### src/rtl/wdt_rstflag.sv
module wdt_rstflag #(
  parameter int CNT_W = 8,
  parameter int PSC_W = 12
) (
  input  logic       clk,
  input  logic       ext_rst_n,
  input  logic       wr_en,
  input  logic [1:0] addr,
  input  logic [7:0] wdata,
  output logic [7:0] rdata,
  output logic       irq,
  output logic       int_rst
);

  function automatic logic [PSC_W-1:0] last_of(input logic [2:0] sel);
    case (sel)
      3'd0:    last_of = PSC_W'(1);
      3'd1:    last_of = PSC_W'(31);
      3'd2:    last_of = PSC_W'(63);
      3'd3:    last_of = PSC_W'(127);
      3'd4:    last_of = PSC_W'(255);
      3'd5:    last_of = PSC_W'(511);
      3'd6:    last_of = PSC_W'(2047);
      default: last_of = PSC_W'(4095);
    endcase
  endfunction

  logic [2:0]       cks;
  logic             run, wdmode, rsten, ovf, src;
  logic [CNT_W-1:0] cnt;
  logic [PSC_W-1:0] psc;
  logic [3:0]       sys_hi;
  logic [2:0]       sys_lo;

  wire wr_ctrl = wr_en && (addr == 2'd0);
  wire kick    = wr_en && (addr == 2'd1);
  wire wr_sys  = wr_en && (addr == 2'd2);
  wire tick    = run && (psc >= last_of(cks));
  wire wrap    = tick && (cnt == '1) && !kick;
  wire wd_fire = wrap && wdmode && rsten;

  always_ff @(posedge clk) begin
    if (!ext_rst_n) begin
      psc     <= '0;
      cnt     <= '0;
      cks     <= '0;
      run     <= 1'b0;
      wdmode  <= 1'b0;
      rsten   <= 1'b0;
      ovf     <= 1'b0;
      src     <= 1'b1;
      int_rst <= 1'b0;
      sys_hi  <= '0;
      sys_lo  <= 3'b001;
    end else begin
      psc <= (!run || tick) ? '0 : psc + 1'b1;

      if (!run)      cnt <= '0;
      else if (kick) cnt <= wdata[CNT_W-1:0];
      else if (tick) cnt <= cnt + 1'b1;

      if (wrap)                     ovf <= 1'b1;
      else if (wr_ctrl && !wdata[7]) ovf <= 1'b0;

      if (wr_ctrl) begin
        wdmode <= wdata[6];
        run    <= wdata[5];
        rsten  <= wdata[3];
        cks    <= wdata[2:0];
      end

      int_rst <= wd_fire;
      if (wd_fire) src <= 1'b0;

      if (wr_sys) begin
        sys_hi <= wdata[7:4];
        sys_lo <= wdata[2:0];
      end
    end
  end

  assign irq = ovf && !wdmode;

  always_comb begin
    case (addr)
      2'd0:    rdata = {ovf, wdmode, run, 1'b0, rsten, cks};
      2'd1:    rdata = 8'(cnt);
      2'd2:    rdata = {sys_hi, src, sys_lo};
      default: rdata = 8'h00;
    endcase
  end

endmodule

### config.mk
export PLATFORM = sky130hd
export DESIGN_NAME = wdt_rstflag
export DESIGN_NICKNAME = d
export VERILOG_FILES = /design/src/rtl/wdt_rstflag.sv
export SDC_FILE = /design/constraint.sdc
export NUM_CORES = 1
export LEC_CHECK = 0
export CORE_MARGIN = 2
export CORE_UTILIZATION = 60
export DETAILED_ROUTE_END_ITERATION = 6
export DONT_BUFFER_PORTS = 1
export PLACE_DENSITY = 0.8
export SKIP_LAST_GASP = 1
export SYNTH_ARGS = -nofsm -noshare
export SYNTH_HDL_FRONTEND = slang
export SYNTH_SLANG_ARGS = --single-unit
### constraint.sdc
create_clock -name clk -period 2.4 [get_ports clk]
set_input_delay 0.24 -clock clk [delete_from_list [all_inputs] [get_ports clk]]
set_output_delay 0.24 -clock clk [all_outputs]
set_load 0.02 [all_outputs]
Yosys cells after proc, flatten, opt, wreduce, memory -nomap -nowiden

Cells that the tools add are included.

Bits in registers: 36
Bits in latches: 0
RAM bits: 0
Memory bits (read-only): 0
Input bits: 13
Output and inout bits: 10
Memories kept: 0

Add/subtract/negate cells: 2
$mul: 0
Divide/modulo/power cells: 0
Magnitude comparators: 1
Equal/unequal tests: 9
Shift operators: 0
Muxes and demuxes: 6
Bitwise operators: 1
Reductions and logical operators: 21

Operator list:

| operator              | number |
|---|---|
| $pmux 12 s7           | 1 |
| $pmux 8 s3            | 1 |
| $mux 8                | 2 |
| $add 12x1->12 const B | 1 |
| $ge 12x12->1          | 1 |
| $logic_and 1x1->1     | 10 |
| $eq 3x3->1 const B    | 3 |
| $add 8x1->8 const B   | 1 |
| $eq 8x8->1 const B    | 1 |
| $eq 3x2->1 const B    | 2 |
| $logic_not 1->1       | 4 |
| $reduce_bool 2->1     | 2 |
| $eq 3x1->1 const B    | 1 |
| $logic_not 3->1       | 1 |
| $eq 2x1->1 const B    | 1 |
| $eq 2x2->1 const B    | 1 |
| $logic_not 2->1       | 1 |
| $mux 1                | 2 |
| $reduce_and 2->1      | 1 |
| $reduce_or 2->1       | 1 |
| $logic_or 1x1->1      | 1 |
| $not 1->1             | 1 |

Depth between registers and ports, before layout

Depth after elaboration: 8
Depth in mapped cells: 11
Depth with buffers taken out: 8

Worst setup path after synthesis

No wires, ideal clock.

Kind: register -> register
Start point: register cks[1]
End point: register psc[10]
Setup time: 0.064 ns
Data arrival time: 2.181 ns
Data required time: 2.336 ns
Setup slack: 0.155 ns
Cell stages (with the launch flop): 12
Cells stage by stage: dfxtp_1 clkbuf_1 nor3_1 ha_1 a21oi_1 o21ai_0 a21oi_1 and2_1 buf_6 nand2_1 buf_2 nor2_1

Cells in the longest elaborated chain, start to end: 6
Elaborated cells between the ends (all ways): 12
Those cells by class: 1 x order compare; 6 x eq/ne; 1 x mux; 4 x reduce/logical

RTL lines:

| what                               | line | RTL |
|---|---|---|
| start: declaration                 | 28   | `logic [2:0] cks;` |
| start signal: assignment           | 69   | `cks <= wdata[2:0];` |
| $eq 3x3->1 (tied with other cells) | 16   | `case (sel)` |
| $pmux 12 s7 *                      | 16   |  |
| $ge 12x12->1 *                     | 38   | `wire tick = run && (psc >= last_of(cks));` |
| $logic_and 1x1->1 *                | 38   |  |
| $logic_or 1x1->1 *                 | 56   | `psc <= (!run \|\| tick) ? '0 : psc + 1'b1;` |
| $reduce_or 2->1 (no source line) * | --   |  |
| end signal: assignment             | 56   |  |
| end: declaration                   | 31   | `logic [PSC_W-1:0] psc;` |

Every way passes the cells marked *; elsewhere a longest branch is shown, timed or not.
A chain may end at the register's enable or synchronous reset.

Worst setup path in the final report

Start point: register cks[0]
End point: register cnt[7]

Cells in the longest elaborated chain, start to end: 5
Elaborated cells between the ends (all ways): 11
Those cells by class: 1 x order compare; 6 x eq/ne; 1 x mux; 3 x reduce/logical

RTL lines:

| what                                 | line | RTL |
|---|---|---|
| $eq 3x3->1 (tied with other cells)   | 16   |  |
| $pmux 12 s7 *                        | 16   |  |
| $ge 12x12->1 *                       | 38   |  |
| $logic_and 1x1->1 *                  | 38   |  |
| $reduce_bool 2->1 (no source line) * | --   |  |
| end signal: assignment               | 59   | `else if (kick) cnt <= wdata[CNT_W-1:0];` |
| end signal: assignment               | 60   | `else if (tick) cnt <= cnt + 1'b1;` |
| end: declaration                     | 30   | `logic [CNT_W-1:0] cnt;` |

Marked as above.

==> flow_summary.toml <==
[drt]
vias = 1680
drt_first_iter_violations = 92
wire_per_inst_um = 15.0
first_pass_iters = 4
drc = 0
vias_per_cell = 5.81
routed_wl_um = 4330
drt.antenna.violating_nets = 0

[timing]
finalSetupViolCount = 0
fin_skew_ns = 0.00887
worst_slew_pin_slew_ns = 0.796
setup_slack_ns = 0.168
period_minus_slack_ns = 2.23
slew_headroom_pct = 46.3
setup_tns_ns = 0
fmax_mhz = 448
rsz0062_at_grt = "false"
hold_viol_final = 0
period_share_pct = 93.0
slew_viol_final = 0

[power]
leakage_nw = 0.706
p_int_w = 0.000781
powerDensity_nw_per_um2 = 490
seqPwrFrac_pct = 60.1
max-vdd-ir-drop_mv = 0.396
swShare_pct = 23.6
share_comb_of_total_power_pct = 7.0
p_switching_w = 0.000241
p_clk_share_pct = 32.9
total_power_w = 0.00102

[global_route]
grt_max_degree = 17
track_usage_pct = 25.9
grt_pass1_vias = 1539
overflow = 0
grt_antenna_before_repair = 0
grt_pass1_wl_um = 7170

[logic_synthesis]
synth_compound_gate_area_share_pct = 16.0
synthArstFlopShare_pct = 0
synthSimpleGateAreaFrac_pct = 23.2
synth_top_family_by_area = "simple AND/OR/NAND/NOR gates"
ys_seq_area_share_pct = 36.3
yosysWarnings = 0
post_synth_num_cell_types = 36
ys_ff_latch = 36
syn_avg_cell_area_um2 = 8.10
synth.net_count = 271
synth_adder_area_share_pct = 8.20
netlist_area_um2 = 1980
synthXorXnorAreaFrac_pct = 6.18
synth-edff-count = 0
syn_inst = 245
synth.area.mux_share_pct = 6.05
ys.flop_type = "dfxtp_1"

[floorplan]
dieArea_um2 = 3780
row_count = 20
io_pins = 23
start_util_pct = 64.0
die_x_um = 61.5
core_area_um2 = 3100
die_y_um = 61.5

[placement]
hpwl_um = 3230
place.gp.congestion = 0.885
dpl_cell_area_um2 = 2010
portBuffers = 0
dpl_worst_slack_ns = 0.166

[clock_network]
htree_levels = 2
cts_buffers = 5
cts_sinks = 36
tritoncts = "built"
clk_transition_reported_paths_ns = 0.11
clk_latency_ns = 0.34
cts_root_buf = "clkbuf_4"
clockBufferDepth = 2

[worst_setup_path]
end_kind = "flip-flop"
critical_path_class = "reg2reg"
start_kind = "flip-flop"
critPathMaxFanout = 7
worstPathRequired_ns = 2.68
arrival_ns = 2.51

[final_layout]
finish.instance_area_um2 = 2090
fin_nets = 270
final_cell_mix = "dfxtp_1 (34), nand2_1 (33), nor2_1 (21)"
drive_gt1_share_pct = 7.76
n_antenna_cell = 0
syn_to_final_growth_pct = 5.11
final_common_cell = "dfxtp_1"
fillers = 293

[job]
cap_violations = 0

[run_status]
status = "finished, final reports clean"

[hold_path]
min_path_type = "in2reg"
[cell usage after synthesis, drive strengths merged (4+ instances only)]
library cell | n | share of area (%)
nor2b | 9 | 2.8
buf | 5 | 1.5
xor2 | 4 | 1.8
mux2i | 12 | 6.1
nand2 | 34 | 6.4
a21oi | 19 | 4.8
nand4 | 4 | 1.6
and3 | 4 | 1.3
o21ai | 20 | 5.0
ha | 13 | 8.2
xnor2 | 10 | 4.4
dfxtp | 36 | 36
nor2 | 22 | 4.3
nand3 | 16 | 4.0
a21boi | 7 | 2.6
clkbuf | 9 | 1.8
inv | 4 | 0.76
[worst max-delay path, stage by stage (launching register included)]
cell and delay [ns]:
dfxtp_1 0.37, nor3_1 0.30, buf_4 0.19, ha_1 0.13, a21oi_1 0.08, nor2_2 0.10, a31oi_2 0.15, and2_1 0.21
buf_4 0.16, or3_1 0.34, a31oi_1 0.15
[final cells by class]
| cell class | instances | area [um^2] | share of cell area (%) |
|---|---|---|---|
| multi-input combinational | 191 | 1190 | 56.9 |
| inverter | 4 | 15.0 | 0.720 |
| timing repair buffer | 6 | 47.5 | 2.28 |
| clock buffer | 8 | 58.8 | 2.82 |
| sequential | 36 | 723 | 34.7 |
| tap | 44 | 55.1 | 2.64 |
[cell families (layout without fill, tap and decap cells)]
| logic type | count (synthesis) | count (layout) |
|---|---|---|
| xor+xnor | 14 | 14 |
| flops | 36 | 36 |
| compound gates | 55 | 55 |
| mux | 12 | 12 |
| buf+inv | 18 | 18 |
| simple gates | 97 | 97 |
| fa+ha+maj | 13 | 13 |
[flip-flops by register name, summed over array words and instances, names as in the netlist]
signal and count:
psc 12, cnt 8, sys_hi 4, cks 3
sys_lo 3, int_rst 1, ovf 1, rsten 1
run 1, src 1, wdmode 1
[worst paths after layout]
check                    startpoint                      to  slack [ns]  cells after the start
max             cks[0]$_SDFFE_PN0P_     cnt[7]$_SDFFE_PN0P_        0.17                     10
min                       ext_rst_n        run$_SDFFE_PN0P_        0.03                      1
max reg2reg     cks[0]$_SDFFE_PN0P_     cnt[7]$_SDFFE_PN0P_        0.17                     10
min reg2reg  sys_hi[3]$_SDFFE_PN0P_  sys_hi[3]$_SDFFE_PN0P_        0.48                      2
[layer usage]
layer	track usage (%)	part of all wire (%)	up-vias
met3	9.45	6.2	6
met5	0	0	-
met2	36.4	44	45
met4	9.73	1.7	0
li1	-	-	842
met1	36.2	48	787
[what timing repair did]
| item | 4_1_cts | 5_1_grt |
|---|---|---|
| endpoints found under the setup margin | 0 | 6 |
| gates resized for setup | 0 | 3 |
| buffers inserted | 0 | 0 |
| hold endpoints to repair | 2 | 0 |
| hold buffers | 1 | 0 |
[through the flow]
| step | util, % | hold WS, ns | std cells |
|---|---|---|---|
| floorplan | - | 0.388 | 245 |
| global placement | 64.8 | 0.307 | 280 |
| detailed placement | 64.8 | 0.316 | 280 |
| CTS | 67.1 | 0.0266 | 289 |
| global route | 67.2 | 0.00881 | 289 |
| finish | 67.2 | 0.0255 | 289 |
[power by group through the flow]
| stage | clock network [W] | registers, W | logic [W] |
|---|---|---|---|
| 2_1_floorplan | 0 | 0.000623 | 0.0000664 |
| 3_3_place_gp | 0 | 0.000627 | 0.0000665 |
| 3_5_place_dp | 0 | 0.000627 | 0.0000683 |
| 4_1_cts | 0.000344 | 0.000613 | 0.0000705 |
| 5_1_grt | 0.000373 | 0.000616 | 0.0000803 |
| 6_report | 0.000337 | 0.000614 | 0.0000715 |
Note: power is estimated with default switching activity, not from simulation.
